--- config.mk ---
export PLATFORM = sky130hd
export DESIGN_NAME = priv_exc_router
export DESIGN_NICKNAME = d
export VERILOG_FILES = /design/src/rtl/priv_pkg.sv /design/src/rtl/priv_cause_sel.sv /design/src/rtl/priv_ret_stack.sv /design/src/rtl/priv_exc_router.sv
export SDC_FILE = /design/constraint.sdc
export NUM_CORES = 1
export LEC_CHECK = 0
export BUFFER_PORTS_ARGS = -buffer_cell sky130_fd_sc_hd__buf_2
export CAP_MARGIN = 20
export CORE_UTILIZATION = 30
export CTS_BUF_LIST = sky130_fd_sc_hd__clkbuf_8
export DETAILED_ROUTE_END_ITERATION = 16
export HOLD_SLACK_MARGIN = 0.08
export PLACE_DENSITY_LB_ADDON = 0.25
export SLEW_MARGIN = 5
export SYNTH_ARGS = -nofsm -noshare
export SYNTH_HDL_FRONTEND = slang
export SYNTH_SLANG_ARGS = --single-unit
export TNS_END_PERCENT = 10
--- constraint.sdc ---
create_clock -name clk -period 2.7 [get_ports clk]
set_clock_uncertainty 0.15 [all_clocks]
set_input_delay 0.405 -clock clk [delete_from_list [all_inputs] [get_ports clk]]
set_output_delay 0.405 -clock clk [all_outputs]
set_load 0.05 [all_outputs]
--- src/rtl/priv_pkg.sv ---
// Shared encodings for the privilege mode and exception router.
// Assumes request index order is the arbitration order (index 0 highest).
package priv_pkg;
    typedef enum logic [1:0] {
        MODE_USER  = 2'd0,
        MODE_SUPER = 2'd1,
        MODE_FAULT = 2'd2
    } mode_e;

    typedef enum logic [2:0] {
        CAUSE_NONE   = 3'd0,
        CAUSE_MEMFLT = 3'd1,
        CAUSE_UNKINS = 3'd2,
        CAUSE_SVC    = 3'd3,
        CAUSE_DEBUG  = 3'd4,
        CAUSE_SDEBUG = 3'd5,
        CAUSE_HWMG   = 3'd6
    } cause_e;

    localparam int NUM_REQ = 5;
    localparam int REQ_MEM = 0;
    localparam int REQ_UNK = 1;
    localparam int REQ_SVC = 2;
    localparam int REQ_DBG = 3;
    localparam int REQ_HW  = 4;

    // Map a request index to its cause code.
    function automatic cause_e idx2cause(input int idx);
        case (idx)
            REQ_MEM: return CAUSE_MEMFLT;
            REQ_UNK: return CAUSE_UNKINS;
            REQ_SVC: return CAUSE_SVC;
            REQ_DBG: return CAUSE_DEBUG;
            REQ_HW:  return CAUSE_HWMG;
            default: return CAUSE_NONE;
        endcase
    endfunction
endpackage

--- src/rtl/priv_cause_sel.sv ---
// Fixed-priority selector over exception requests.
// The lowest set index wins. Purely combinational; the caller registers the result.
module priv_cause_sel
    import priv_pkg::*;
#(
    parameter int N = NUM_REQ
) (
    input  logic [N-1:0] req,
    output logic         hit,
    output cause_e       cause,
    output logic         is_dbg
);
    localparam int IW = (N > 1) ? $clog2(N) : 1;

    logic [IW-1:0] sel;

    // Scan from the lowest priority upward so the highest-priority request is written last.
    always_comb begin
        hit = 1'b0;
        sel = '0;
        for (int i = N - 1; i >= 0; i--) begin
            if (req[i]) begin
                hit = 1'b1;
                sel = IW'(i);
            end
        end
    end

    // Translate the winning index into a cause code.
    always_comb begin
        cause  = hit ? idx2cause(int'(sel)) : CAUSE_NONE;
        is_dbg = hit && (int'(sel) == REQ_DBG);
    end


    no_winner_chk: assert property (@(req) (req == '0) |-> !hit) else $error("R6 winner without request");
endmodule

--- src/rtl/priv_ret_stack.sv ---
// Return-mode stack: pushes the interrupted mode on handler entry and pops it on return.
// Assumes the caller never pushes when full or pops when empty. Reads as user when empty.
module priv_ret_stack
    import priv_pkg::*;
#(
    parameter int DEPTH = 2
) (
    input  logic  clk,
    input  logic  rst_n,
    input  logic  push,
    input  mode_e push_mode,
    input  logic  pop,
    output mode_e top_mode
);
    localparam int CW = $clog2(DEPTH + 1);

    mode_e         stk_q [DEPTH];
    logic [CW-1:0] cnt_q;

    // Track the fill level.
    always_ff @(posedge clk) begin
        if (!rst_n)                cnt_q <= '0;
        else if (push && !pop)     cnt_q <= cnt_q + 1'b1;
        else if (pop && !push)     cnt_q <= cnt_q - 1'b1;
    end

    // Store the pushed mode in its slot.
    generate
        for (genvar g = 0; g < DEPTH; g++) begin : g_slot
            always_ff @(posedge clk) begin
                if (!rst_n)                                stk_q[g] <= MODE_USER;
                else if (push && !pop && cnt_q == CW'(g)) stk_q[g] <= push_mode;
            end
        end
    endgenerate

    // Present the newest entry.
    always_comb begin
        top_mode = MODE_USER;
        for (int i = 0; i < DEPTH; i++)
            if (cnt_q == CW'(i + 1)) top_mode = stk_q[i];
    end


    no_overflow_chk: assert property (@(posedge clk) disable iff (!rst_n)
        push |-> (cnt_q < CW'(DEPTH))) else $error("R3 stack overflow");

    no_underflow_chk: assert property (@(posedge clk) disable iff (!rst_n)
        pop |-> (cnt_q != '0)) else $error("R7 stack underflow");
endmodule

--- src/rtl/priv_exc_router.sv ---
// Privilege mode tracker and exception router.
// Holds the current mode and takes requests: user escalates to supervisor, supervisor to fault.
// Records the interrupted mode and unwinds on return strobes.
// Assumes one return strobe per handler exit. Requests in fault mode are dropped.
module priv_exc_router
    import priv_pkg::*;
#(
    parameter int STACK_DEPTH = 2
) (
    input  logic       clk,
    input  logic       rst_n,
    input  logic       memflt_req,
    input  logic       unkins_req,
    input  logic       svc_req,
    input  logic       dbg_req,
    input  logic       hwmg_req,
    input  logic       ret_strobe,
    output logic [1:0] mode_o,
    output logic [2:0] cause_o,
    output logic       enter_o,
    output logic [1:0] saved_mode_o
);
    logic [NUM_REQ-1:0] req_vec;
    logic               hit, is_dbg, take, do_ret;
    cause_e             win_cause, cause_q;
    mode_e              mode_q, mode_d, top_mode;
    logic               term_q, enter_q;

    // Gather requests in priority order.
    always_comb begin
        req_vec          = '0;
        req_vec[REQ_MEM] = memflt_req;
        req_vec[REQ_UNK] = unkins_req;
        req_vec[REQ_SVC] = svc_req;
        req_vec[REQ_DBG] = dbg_req;
        req_vec[REQ_HW]  = hwmg_req;
    end

    priv_cause_sel #(.N(NUM_REQ)) u_sel (
        .req    (req_vec),
        .hit    (hit),
        .cause  (win_cause),
        .is_dbg (is_dbg)
    );

    // Decide between taking an exception, returning, or holding.
    always_comb begin
        take   = hit && (mode_q != MODE_FAULT);
        do_ret = ret_strobe && !take &&
                 ((mode_q == MODE_SUPER) || (mode_q == MODE_FAULT && !term_q));
        if (take)        mode_d = (mode_q == MODE_USER) ? MODE_SUPER : MODE_FAULT;
        else if (do_ret) mode_d = top_mode;
        else             mode_d = mode_q;
    end

    priv_ret_stack #(.DEPTH(STACK_DEPTH)) u_stk (
        .clk       (clk),
        .rst_n     (rst_n),
        .push      (take),
        .push_mode (mode_q),
        .pop       (do_ret),
        .top_mode  (top_mode)
    );

    // Register the mode, the terminal flag and the entry pulse with its cause.
    always_ff @(posedge clk) begin
        if (!rst_n) begin
            mode_q  <= MODE_USER;
            term_q  <= 1'b0;
            enter_q <= 1'b0;
            cause_q <= CAUSE_NONE;
        end else begin
            mode_q  <= mode_d;
            enter_q <= take;
            if (take && mode_q == MODE_SUPER && !is_dbg) term_q <= 1'b1;
            if (!take)                                   cause_q <= CAUSE_NONE;
            else if (mode_q == MODE_SUPER && is_dbg)     cause_q <= CAUSE_SDEBUG;
            else                                         cause_q <= win_cause;
        end
    end

    assign mode_o       = mode_q;
    assign cause_o      = cause_q;
    assign enter_o      = enter_q;
    assign saved_mode_o = top_mode;


    user_entry_chk: assert property (@(posedge clk) disable iff (!rst_n)
        (mode_o == MODE_USER && hit) |=> (mode_o == MODE_SUPER && enter_o)) else $error("R2");

    super_entry_chk: assert property (@(posedge clk) disable iff (!rst_n)
        (mode_o == MODE_SUPER && hit) |=> (mode_o == MODE_FAULT && enter_o)) else $error("R3");

    fault_sticky_chk: assert property (@(posedge clk) disable iff (!rst_n)
        (mode_o == MODE_FAULT && term_q) |=> (mode_o == MODE_FAULT && !enter_o)) else $error("R5");

    cause_idle_chk: assert property (@(posedge clk) disable iff (!rst_n)
        !enter_o |-> (cause_o == CAUSE_NONE)) else $error("R8");

    sdebug_mode_chk: assert property (@(posedge clk) disable iff (!rst_n)
        (enter_o && cause_o == CAUSE_SDEBUG) |-> (mode_o == MODE_FAULT)) else $error("R4");

    user_ret_chk: assert property (@(posedge clk) disable iff (!rst_n)
        (mode_o == MODE_USER && !hit) |=> (mode_o == MODE_USER && !enter_o)) else $error("R7");
endmodule

=== Word-level counts from Yosys, hierarchy flattened ===
Memory sizes are Yosys's and may differ from the RTL's.
Cells that the tools add are included.
W data, S select, Z words.

* Bits of input ports: 8
* Memory bits (writable): 4
* Memories: 1
* Flip-flop bits (word level): 9

{| class="wikitable"
|+ Memory list
! name !! depth !! bits a word !! read ports !! clocked after Yosys merged registers in !! wr ports !! line !! text
|-
| u_stk.stk_q || 2 || 2 || 2 || 0 || 2 || priv_ret_stack.sv:17 || <nowiki>mode_e stk_q [DEPTH];</nowiki>
|}

* $add $sub $neg: 2
* Mux-type cells: 29
* Bitwise operators: 5
* Reductions and logical operators: 24
* Eq/ne operators: 10

{| class="wikitable"
|+ Operator list
! kind !! number
|-
| $mux W3 || 7
|-
| $mux W2 || 9
|-
| $pmux W3 S5 || 1
|-
| $logic_and A1 B1 Y1 || 12
|-
| $mux W1 || 12
|-
| $eq A3 B2 Y1 const B || 2
|-
| $eq A3 B3 Y1 const B || 2
|-
| $eq A2 B1 Y1 const B || 2
|-
| $eq A2 B2 Y1 const B || 2
|-
| $logic_not A1 Y1 || 4
|-
| $logic_not A2 Y1 || 2
|-
| $reduce_bool A2 Y1 || 2
|-
| $reduce_or A4 Y1 || 1
|-
| $eq A3 B1 Y1 const B || 1
|-
| $logic_not A3 Y1 || 1
|-
| $not A1 Y1 || 3
|-
| $add A2 B1 Y2 const B || 1
|-
| $ne A2 B2 Y1 const B || 1
|-
| $or A1 B1 Y1 || 2
|-
| $reduce_and A2 Y1 || 1
|-
| $sub A2 B1 Y2 const B || 1
|-
| $logic_or A1 B1 Y1 || 1
|}

=== Longest topological paths before layout ===
Gate-level depths: netlist of run 1.

* Depth after elaboration: 16
* Depth in mapped cells: 7

=== Cells and area by module ===
From an unflattened synthesis of run 1, not the netlist that was laid out.

* Cell total of the unflattened synthesis: 87
* Area, all modules: 740.7 um^2

{| class="wikitable"
|+ Modules (own cells, without submodules)
! module !! instances !! area each (um^2) !! cells each
|-
| priv_ret_stack || 1 || 344.1 || 39
|-
| priv_exc_router || 1 || 336.6 || 38
|-
| priv_cause_sel || 1 || 60.1 || 10
|}

=== Least setup slack after synthesis of run 1 ===
Ideal clock, no wire load.

* Path kind: input to register
* Start point: input svc_req
* End point: register mode_q[1] (netlist: mode_o[1])
* Path slack: 0.623 ns
* Cell stages on the path: 6
* Data arrival time: 1.792 ns
* Path buffers: 0
* Required time: 2.415 ns
* Cells stage by stage: or3_4 > nor4_1 > o21ai_1 > ha_1 > o311ai_0 > o41ai_1

* Cells in the longest elaborated chain, start to end: 8
* Elaborated cells on any way between the ends: 9

{| class="wikitable"
|+ RTL lines
! item !! line !! text
|-
| start, declared || priv_exc_router.sv:14 || <nowiki>input logic svc_req,</nowiki>
|-
| $mux W1 * (3 in series) || priv_cause_sel.sv:22 || <nowiki>if (req[i]) begin</nowiki>
|-
| $logic_and A1 B1 Y1 * || priv_exc_router.sv:48 || <nowiki>take = hit && (mode_q != MODE_FAULT);</nowiki>
|-
| $logic_not A1 Y1 || priv_exc_router.sv:49 || <nowiki>do_ret = ret_strobe && !take &&</nowiki>
|-
| $logic_and A1 B1 Y1 (2 in series) || priv_exc_router.sv:49 ||
|-
| $reduce_bool A2 Y1 (no source line) || - ||
|-
| end signal, assigned || priv_exc_router.sv:73 || <nowiki>mode_q <= mode_d;</nowiki>
|-
| end, declared || priv_exc_router.sv:26 || <nowiki>mode_e mode_q, mode_d, top_mode;</nowiki>
|}

Mark *: on every way between the ends. The rest lies on a longest branch, timed or not.
A chain may end at the register's enable or synchronous reset.

=== Worst setup path after layout of run 1 ===
* Start point: register u_stk.cnt_q[0]
* End point: output saved_mode_o[1]

* Cells in the longest elaborated chain, start to end: 3
* Elaborated cells on any way between the ends: 4

{| class="wikitable"
|+ RTL lines
! item !! line !! text
|-
| start, declared || priv_ret_stack.sv:18 || <nowiki>logic [CW-1:0] cnt_q;</nowiki>
|-
| start signal, assigned || priv_ret_stack.sv:23 || <nowiki>else if (push && !pop) cnt_q <= cnt_q + 1'b1;</nowiki>
|-
| start signal, assigned || priv_ret_stack.sv:24 || <nowiki>else if (pop && !push) cnt_q <= cnt_q - 1'b1;</nowiki>
|-
| $eq A2 B1 Y1 || priv_ret_stack.sv:41 || <nowiki>if (cnt_q == CW'(i + 1)) top_mode = stk_q[i];</nowiki>
|-
| $mux W2 || priv_ret_stack.sv:41 ||
|-
| $mux W2 * || priv_ret_stack.sv:41 ||
|-
| end, declared || priv_exc_router.sv:21 || <nowiki>output logic [1:0] saved_mode_o</nowiki>
|}

Marked as above.

==> metrics.csv, run 1 <==
stage;metric;value;unit
run_status;status;completed;
critical_path;start_kind;register;
sta;final.setup.tns;0;ns
worst_hold_path;hold_path.class;primary input to register;
sta;worst_slack;0.5785;ns
flow_run;maxCapViolCount;0;
placement;pre_cts_ws;0.3513;ns
global_route;grt_pass1_vias;601;
yosys;syn-num-nets;94;
critical_path;r2r_start;mode_o[0];
yosys;synthCells;80;
critical_path;crit_path_end_kind;output pin;
sta;max_slew_margin;76.62;%
routing;wl_met2;703;µm
sta;period_minus_slack;2.122;ns
floorplan;rows;17;
global_route;antenna_found_initial;0;
routing;vias;619;
placement;port_buffers;15;
sta;fmax;471.4;MHz
routing;postRouteWirelength;1458;µm
sta;rsz0062_at_grt;no;
floorplan;pin_count;16;
routing;wl_met3;50;µm
cells_and_area;antenna_cells;0;
cts;cts_buffers;3;
cts;clk_pin_slew;0.06;ns
power_and_ir_drop;leakagePower;0.4179;nW
cells_and_area;final_common_cell;buf_2;
yosys;synth_area;740.7;µm²
cts;htreeDepth;1;
cells_and_area;final_cell_mix;buf_2 (15), dfxtp_1 (9), nor2_1 (8), nand2_1 (7);
critical_path;crit_path_start;u_stk.cnt_q[0];
cells_and_area;fin_nets;113;
sta;tightest_slew;0.3480;ns
critical_path;cp_max_fo;4;
cts;cts_resized;0;
worst_hold_path;hold_path.startpoint;memflt_req;
power_and_ir_drop;vdd_drop_max;0.3557;mV
power_and_ir_drop;power_density;867.8;mW/mm²
routing;detail-route-antenna-nets;0;
routing;vias_per_cell;4.913;
placement;placed_area;847.1;µm²
routing;drt-met1-wl;657;µm
floorplan;initial_core_util;32.55;%
cells_and_area;final_design_area_no_fill;892.1;µm²
routing;post_drt_wl_per_cell;11.57;µm
yosys;ys_warn_count;0;
global_route;grt_pass1_wl;2539;µm
floorplan;dieArea;0.002672;mm²
cts;clkLatencyLatePin;0.25;ns
cts;hold_buffers;0;
cells_and_area;syn2layout_area_growth;20.44;%
placement;dp.final_hpwl;1153;µm
routing;dr.max_layer_used;met4;
routing;post-route-drc-count;0;
cts;root_buffer;clkbuf_8;
routing;drt-initial-drc-count;6;
critical_path;cp.arrival;1.57;ns
placement;routabilityCongestion;0.7937;
yosys;avgSynthCellArea;9.259;µm²
global_route;track_usage;13.44;%
cells_and_area;drive_above_1_share;21.43;%
critical_path;crit_required;2.14;ns
sta;period_share;78.58;%
global_route;grt_overflow;0;
sta;setup_viol;0;
cells_and_area;fill_cells;238;
critical_path;critPathKind;register to output pin;
yosys;ys_ff_latch;13;
floorplan;dieWidth;51.69;µm
cts;cts.path.max_buffers;2;
routing;drtPass1Iterations;4;
sta;hold_viol_final;0;
global_route;grt_start_max_net_pins;10;
floorplan;core;0.002276;mm²
cts;cts_tree;yes;
cts;cts_setup_buffers;0;
sta;maxSlewViolCount;0;
cts;cts.sinks;13;
yosys;ys_seq_area_share;40.54;%
yosys;synth_cell_types;32;
floorplan;die_h;51.69;µm
==> cell type report <==
class                      instances  area, µm²  share of cell area [%]
clock buffer                       3      41.29                   4.628
sequential                        13      300.3                   33.66
timing repair buffer              15      75.07                   8.415
clock inverter                     1      3.754                  0.4208
multi-input combinational         61      417.9                   46.84
inverter                           5      18.77                   2.104
tap                               28      35.03                   3.927
==> metal layers <==
metal  GRT usage (%)  vias up
met1           15.12      285
met2           21.65       13
met3           3.509        5
li1                -      316
met4           9.910        0
met5               0        -
==> per-stage QoR <==
step	utilization [%]	power [mW]	hold WS [ns]	instances
after CTS	39.20	0.7831	0.2187	126
after detailed placement	37.22	0.6043	0.3034	122
after global placement	37.22	0.5995	0.3059	122
after global routing	39.20	0.8304	0.2295	126
final	39.20	0.7741	0.2183	126
after floorplan	-	0.5334	0.2911	80
==> cells in the mapped netlist <==
library cell  count  area, µm²
o21bai_1          1      7.510
nor4b_2           1      15.01
o311ai_0          1      8.760
nand2b_1          5      31.28
clkbuf_1          1      3.750
nor2b_1           3      18.77
a21oi_1           2      10.01
a221oi_1          1      8.760
o21ba_1           1      10.01
edfxtp_1          4      120.1
nand2_1           7      26.28
o211ai_1          1      7.510
mux2i_1           1      10.01
o21ai_0           1      5.000
nor3_2            1      10.01
o21a_1            1      7.510
or3_4             1      11.26
inv_1             5      18.77
nor4_1            1      6.260
nand3_1           1      5.000
or2_1             2      12.51
ha_1              6      75.07
dfxtp_1           9      180.2
xnor2_1           1      8.760
o41ai_1           1      8.760
and3b_1           3      26.28
nor3_1            5      25.02
and2_1            2      12.51
nor2_1            8      30.03
o21ai_1           1      5.000
a211oi_1          1      7.510
a21o_1            1      7.510
==> worst paths after layout <==
path | cells past startpoint | slack [ns] | end
max | 5 | 0.58 | saved_mode_o[1]
min | 2 | 0.22 | cause_o[1]
max reg2reg | 6 | 0.78 | mode_o[1]
min reg2reg | 1 | 0.32 | term_q
==> registers in the layout (all words and copies together), names as in the netlist <==
| signal | flops |
|---|---|
| u_stk.stk_q | 4 |
| cause_o | 3 |
| mode_o | 2 |
| u_stk.cnt_q | 2 |
| enter_o | 1 |
| term_q | 1 |
==> where the power goes <==
group / leakage, nW / switching [mW] / internal (mW)
sequential: 0.118 / 0.0306 / 0.255
clock: 0.0269 / 0.0776 / 0.101
combinational: 0.273 / 0.197 / 0.114
total: 0.418 / 0.305 / 0.469
==> cells by family (layout without fill, tap and decap cells) <==
kind of cell	after synthesis	in the layout	share of synthesized area, %
and+or+nand+nor	40	40	31.08
DFF	13	13	40.54
adders and majority gates	6	6	10.13
xor gates and xnor gates	1	1	1.183
muxes	1	1	1.351
AOI/OAI and AO/OA	13	13	12.67
buffers and inverters	6	24	3.040
==> worst max-delay path: stages (launching register included) <==
cell and delay (ns):
dfxtp_1 0.36, inv_1 0.09, ha_1 0.23, and3b_1 0.28, or2_1 0.11, buf_2 0.25
Power figures use the tool's default switching activity.
==> run 2, diff against run 1 <==
--- a/config.mk
+++ b/config.mk
@@ -5,6 +5,7 @@
 export SDC_FILE = /design/constraint.sdc
 export NUM_CORES = 1
 export LEC_CHECK = 0
+export ABC_AREA = 1
 export BUFFER_PORTS_ARGS = -buffer_cell sky130_fd_sc_hd__buf_2
 export CAP_MARGIN = 20
 export CORE_UTILIZATION = 30
==> constraint.sdc (replaced) <==
create_clock -name clk -period 2.1 [get_ports clk]
set_clock_uncertainty 0.15 [all_clocks]
set_input_delay 0.315 -clock clk [delete_from_list [all_inputs] [get_ports clk]]
set_output_delay 0.315 -clock clk [all_outputs]
set_load 0.05 [all_outputs]
==> run 2 against run 1 <==
Total power up 63%; worst setup slack worse by 0.44 ns; worst hold slack lost 0.012 ns; sequential cell count unchanged; final cell count up 4.8%; die area decreased by 1.5%; sequential power is 41% higher; critical endpoint is now saved_mode_o[0].
==> metrics.csv, run 2 <==
stage;metric;value;unit
yosys;synth_area_leaders;dfxtp_1 (25%), edfxtp_1 (16%), ha_1 (10%);
cts;cts.path.max_buffers;2;
yosys;synth_cell_types;23;
yosys;ys_seq_area_share;41.17;%
sta;hold_viol_final;0;
critical_path;cp_max_fo;4;
cts;clk_pin_slew;0.05;ns
floorplan;pin_count;16;
cells_and_area;syn2layout_area_growth;21.44;%
routing;post_drt_wl_per_cell;9.644;µm
global_route;grt_overflow;0;
cells_and_area;drive_above_1_share;27.88;%
critical_path;critPathKind;register to output pin;
global_route;grt_start_max_net_pins;9;
cts;hold_buffers;0;
cells_and_area;final_common_cell;nand2_1;
sta;rsz0062_at_grt;no;
routing;detail-route-antenna-nets;0;
routing;vias_per_cell;4.614;
run_status;status;completed;
sta;tightest_slew;0.2861;ns
sta;period_share;93.50;%
global_route;antenna_found_initial;0;
flow_run;maxCapViolCount;0;
routing;wl_met3;54;µm
placement;dp_cells;128;
yosys;synth_area;729.5;µm²
worst_hold_path;worstHoldPathCells;3;
cts;htreeDepth;1;
floorplan;dieWidth;51.31;µm
global_route;grt_pass1_vias;568;
floorplan;dieArea;0.002633;mm²
cells_and_area;layoutNonFillerInstCount;132;
power_and_ir_drop;power_density;1426;mW/mm²
critical_path;worst_r2r_path_depth;7;
yosys;syn-num-nets;100;
cts;cts_buffers;3;
routing;drt-initial-drc-count;9;
sta;worst_slack;0.1364;ns
yosys;synth_top_area_share;24.70;%
worst_hold_path;hold_path.startpoint;hwmg_req;
placement;routabilityCongestion;0.7825;
yosys;dominantRegCellSynth;dfxtp_1;
yosys;ys_warn_count;0;
cts;cts_tree;yes;
cells_and_area;largest_register_ffs;4;
floorplan;initial_core_util;32.35;%
power_and_ir_drop;leakagePower;0.4204;nW
sta;max_slew_margin;80.84;%
cells_and_area;largest-register;u_stk.stk_q;
cts;cts.sinks;13;
critical_path;start_kind;register;
sta;whs;0.2062;ns
cts;clkLatencyLatePin;0.24;ns
routing;postRouteWirelength;1273;µm
placement;port_buffers;15;
routing;vias;609;
placement;dp.final_hpwl;1064;µm
critical_path;crit_path_start;u_stk.cnt_q[0];
sta;period_minus_slack;1.964;ns
power_and_ir_drop;vdd_drop_max;0.6130;mV
yosys;ys_ff_latch;13;
worst_hold_path;hold_path.class;primary input to register;
routing;dr.max_layer_used;met4;
critical_path;cp.arrival;1.50;ns
sta;maxSlewViolCount;0;
critical_path;r2r-end;u_stk.stk_q[1][1];
placement;pre_cts_ws;0.1688;ns
critical_path;crit_path_end_kind;output pin;
cells_and_area;final_cell_mix;nand2_1 (15), inv_1 (14), buf_2 (13), nor2_1 (10), dfxtp_1 (8);
cells_and_area;fill_cells;248;
critical_path;reg2reg_slack;0.18;ns
cts;root_buffer;clkbuf_8;
yosys;yosysTopAreaCell;dfxtp_1;
cells_and_area;fin_nets;119;
yosys;synth_most_common_cell;nand2_1;
yosys;synthArstFlopShare;0;%
floorplan;core;0.002255;mm²
sta;final.setup.tns;0;ns
critical_path;r2r_start;mode_o[0];
routing;post-route-drc-count;0;
global_route;track_usage;12.37;%
sta;fmax;509.3;MHz
critical_path;crit_required;1.63;ns
routing;drtPass1Iterations;4;
sta;setup_viol;0;
floorplan;die_h;51.31;µm
global_route;grt_pass1_wl;2263;µm
worst_hold_path;min_to;cause_o[1];
yosys;synthTopCellsByCount;nand2_1 (15), inv_1 (13), nor2_1 (10);
floorplan;rows;17;
routing;drt-met1-wl;560;µm
routing;wl_met2;617;µm
yosys;synthCells;86;
yosys;synth_edf_count;4;
cts;cts_setup_buffers;0;
yosys;avgSynthCellArea;8.482;µm²
cells_and_area;antenna_cells;0;
-- run 2: power breakdown --
group	switching [mW]	total (mW)	leakage (nW)	internal (mW)
sequential	0.0462	0.401	0.118	0.354
combinational	0.435	0.646	0.275	0.212
clock	0.0875	0.217	0.0269	0.129
total	0.568	1.26	0.420	0.695
-- run 2: cell type report --
type | instances | area (µm²) | share of cell area, %
Tap cell | 28 | 35.03 | 3.955
Clock buffer | 3 | 41.29 | 4.661
Inverter | 14 | 52.55 | 5.932
Sequential cell | 13 | 301.5 | 34.04
Timing Repair Buffer | 15 | 80.08 | 9.040
Clock inverter | 1 | 3.754 | 0.4237
Multi-Input combinational cell | 58 | 371.6 | 41.95
-- run 2: how the worst max path moves through the flow --
stage	to	cells after the start
final	saved_mode_o[0]	6
after global routing	saved_mode_o[0]	6
after CTS	saved_mode_o[1]	6
after detailed placement	u_stk.stk_q[1][1]	7
after global placement	u_stk.stk_q[1][0]	7
after floorplan	u_stk.stk_q[1][0]	5
-- run 2: critical path: stages (launching register included) --
cell	delay [ns]
dfxtp_1	0.38
inv_1	0.08
ha_1	0.23
nor2_1	0.16
nand2_1	0.07
nand2_1	0.10
clkbuf_4	0.24
-- run 2: per-layer routing --
layer | GRT usage [%] | up-vias
met3 | 2.976 | 5
met4 | 9.459 | 0
met1 | 13.20 | 275
met5 | 0 | -
met2 | 20.83 | 14
li1 | - | 315
-- run 2: stage by stage --
stage,power (mW),instance area [µm²],utilization (%)
after floorplan,0.9232,730.7,-
after global placement,1.049,835.8,37.07
after detailed placement,1.051,835.8,37.07
after CTS,1.277,880.8,39.07
after global routing,1.375,885.9,39.29
final,1.263,885.9,39.29
-- run 2: kinds of logic after synthesis --
logic type	after synthesis	synth area share [%]
AO/OA/AOI/OAI	15	14.24
XOR/XNOR	1	1.201
adder cells (fa/ha/maj)	6	10.29
buffers and inverters	15	7.890
flip-flops	13	41.17
AND/OR/NAND/NOR	36	25.21
-- run 2: what timing repair did --
item | in CTS | in global routing
endpoints found under the hold margin | 0 | 0
gates resized for setup | 0 | 3
setup endpoints to repair | 0 | 2
==> run 3, diff against run 2 <==
--- a/config.mk
+++ b/config.mk
@@ -8,6 +8,7 @@
 export ABC_AREA = 1
 export BUFFER_PORTS_ARGS = -buffer_cell sky130_fd_sc_hd__buf_2
 export CAP_MARGIN = 20
+export CORE_ASPECT_RATIO = 0.7
 export CORE_UTILIZATION = 30
 export CTS_BUF_LIST = sky130_fd_sc_hd__clkbuf_8
 export DETAILED_ROUTE_END_ITERATION = 16
==> run 3 against run 2 <==
Critical path depth is the same; largest cell class unchanged; count of clock-buffer cells in the layout is the same; wire length grew 11%; critical path type unchanged; non-clock buffer count is the same; core utilization grew 0.64 points; combinational power grew 1%; total power grew 0.31%; sequential cell count is the same; global-route usage grew 0.65 points; sequential share of layout area shrank 0.096 points; register-to-register slack gained 0.07 ns; via count shrank 1.5%.
==> metrics.csv, run 3 (synthesis gave the netlist of run 2 again) <==
stage;metric;value;unit
global_route;grt_pass1_wl;2373;µm
cts;clkLatencyLatePin;0.24;ns
floorplan;rows;14;
routing;postRouteWirelength;1411;µm
cells_and_area;fill_cells;231;
critical_path;critical_path.top_delay_family;flip-flops;
worst_hold_path;hold_path.startpoint;rst_n;
routing;post-route-drc-count;0;
cts;clk_pin_slew;0.06;ns
critical_path;start_kind;register;
sta;period_share;92.80;%
floorplan;core;0.002225;mm²
routing;detail-route-antenna-nets;0;
placement;port_buffers;15;
cts;cts.path.max_buffers;2;
critical_path;path_cells;inv_1 -> ha_1 -> nor2_1 -> nand2_1 -> nand2_1 -> buf_2;
cells_and_area;final_design_area_no_fill;888.4;µm²
power_and_ir_drop;total_power;1.267;mW
sta;fmax;513.1;MHz
critical_path;cp_max_fo;4;
floorplan;initial_core_util;32.79;%
cells_and_area;final_cell_mix;nand2_1 (15), inv_1 (14), buf_2 (14), nor2_1 (10), dfxtp_1 (8);
cts;hold_buffers;0;
power_and_ir_drop;vdd_drop_max;0.2721;mV
cells_and_area;largest_register_ffs;4;
routing;drtPass1Iterations;4;
cells_and_area;largest-register;u_stk.stk_q;
routing;vias;600;
critical_path;cp.arrival;1.48;ns
placement;placed_area;840.8;µm²
critical_path;crit_path_end_kind;output pin;
critical_path;crit_buf_inv;2;
sta;maxSlewViolCount;0;
cells_and_area;fin_nets;119;
floorplan;dieWidth;60.94;µm
routing;vias_per_cell;4.412;
run_status;status;completed;
global_route;gr-usage-met2;18.02;%
cts;cts.sinks;13;
critical_path;r2r_start;mode_o[0];
placement;dp.final_hpwl;1169;µm
cells_and_area;drive_above_1_share;27.88;%
floorplan;die_h;43.26;µm
sta;rsz0062_at_grt;no;
cts;root_buffer;clkbuf_8;
critical_path;cp_common_cell;nand2_1;
sta;tightest_slew;0.2715;ns
sta;hold_viol_final;0;
worst_hold_path;hold_path.class;primary input to register;
placement;routabilityCongestion;0.7380;
cells_and_area;syn2layout_area_growth;21.78;%
floorplan;pin_count;16;
sta;max_slew_margin;81.82;%
global_route;grt_start_max_net_pins;9;
routing;post_drt_wl_per_cell;10.38;µm
global_route;grt_overflow;0;
global_route;busiest_layer;met1;
global_route;grt_util_met3;4.573;%
sta;period_minus_slack;1.949;ns
critical_path;critPathKind;register to output pin;
cts;cts_tree;yes;
power_and_ir_drop;leakagePower;0.4209;nW
global_route;track_usage;13.01;%
routing;drt-initial-drc-count;39;
floorplan;dieArea;0.002636;mm²
power_and_ir_drop;power_density;1427;mW/mm²
cells_and_area;final_common_cell;nand2_1;
global_route;antenna_found_initial;0;
global_route;grt_pass1_vias;545;
cts;htreeDepth;1;
sta;setup_viol;0;
global_route;use_met1;18.03;%
cells_and_area;antenna_cells;0;
critical_path;crit_required;1.63;ns
critical_path;crit_path_start;u_stk.cnt_q[0];
critical_path;critPathSlowestCell;dfxtp_1;
flow_run;maxCapViolCount;0;
critical_path;slowest_delay;0.37;ns
sta;final.setup.tns;0;ns
cts;cts_setup_buffers;0;
cts;cts_buffers;3;
## run 3: cell types whose count changed in the layout (fill, tap and decap cells not counted), sizes merged
cell    delta
clkbuf     -1
buf        +1
## run 3: repair_timing
item | CTS | global route
setup endpoints to repair | 0 | 3
hold endpoints to repair | 0 | 0
resized for setup | 0 | 3
## run 3: power breakdown
part	switching (mW)	internal, mW
logic	0.444	0.210
clock network	0.0844	0.129
registers	0.0461	0.354
## run 3: worst paths after layout
kind                       endpoint  slack [ns]  depth (start not counted)
hold / removal       u_stk.cnt_q[1]        0.24                          3
setup reg to reg  u_stk.stk_q[1][1]        0.25                          7
hold reg to reg      u_stk.cnt_q[0]        0.36                          1
setup / recovery    saved_mode_o[0]        0.15                          6
## run 3: layer usage
layer / vias up / part of all wire, %
met5: - / 0
met4: 0 / 2.3
met3: 4 / 4.0
met2: 16 / 43
met1: 269 / 51
li1: 311 / -
## run 3: layout make-up
cell class	count	area, µm²	share of cell area [%]
clock buffer	3	41.29	4.648
tap	32	40.04	4.507
multi-input combinational	58	371.6	41.83
clock inverter	1	3.754	0.4225
timing repair buffer	15	77.57	8.732
sequential	13	301.5	33.94
inverter	14	52.55	5.915
## run 3: worst min-delay path, stage by stage
cell and delay, ns:
buf_2 0.16, nand2_1 0.08, inv_1 0.03
## run 3: per-stage QoR
| step | setup WS, ns | utilization, % | hold WS, ns | instances |
|---|---|---|---|---|
| final | 0.1511 | 39.93 | 0.2392 | 136 |
| after detailed placement | 0.1626 | 37.80 | 0.3359 | 132 |
| after global placement | 0.2374 | 37.80 | 0.3205 | 132 |
| after CTS | 0.08426 | 39.82 | 0.2318 | 136 |
| after global routing | 0.005142 | 39.93 | 0.2402 | 136 |
| after floorplan | 0.01259 | - | 0.2875 | 86 |
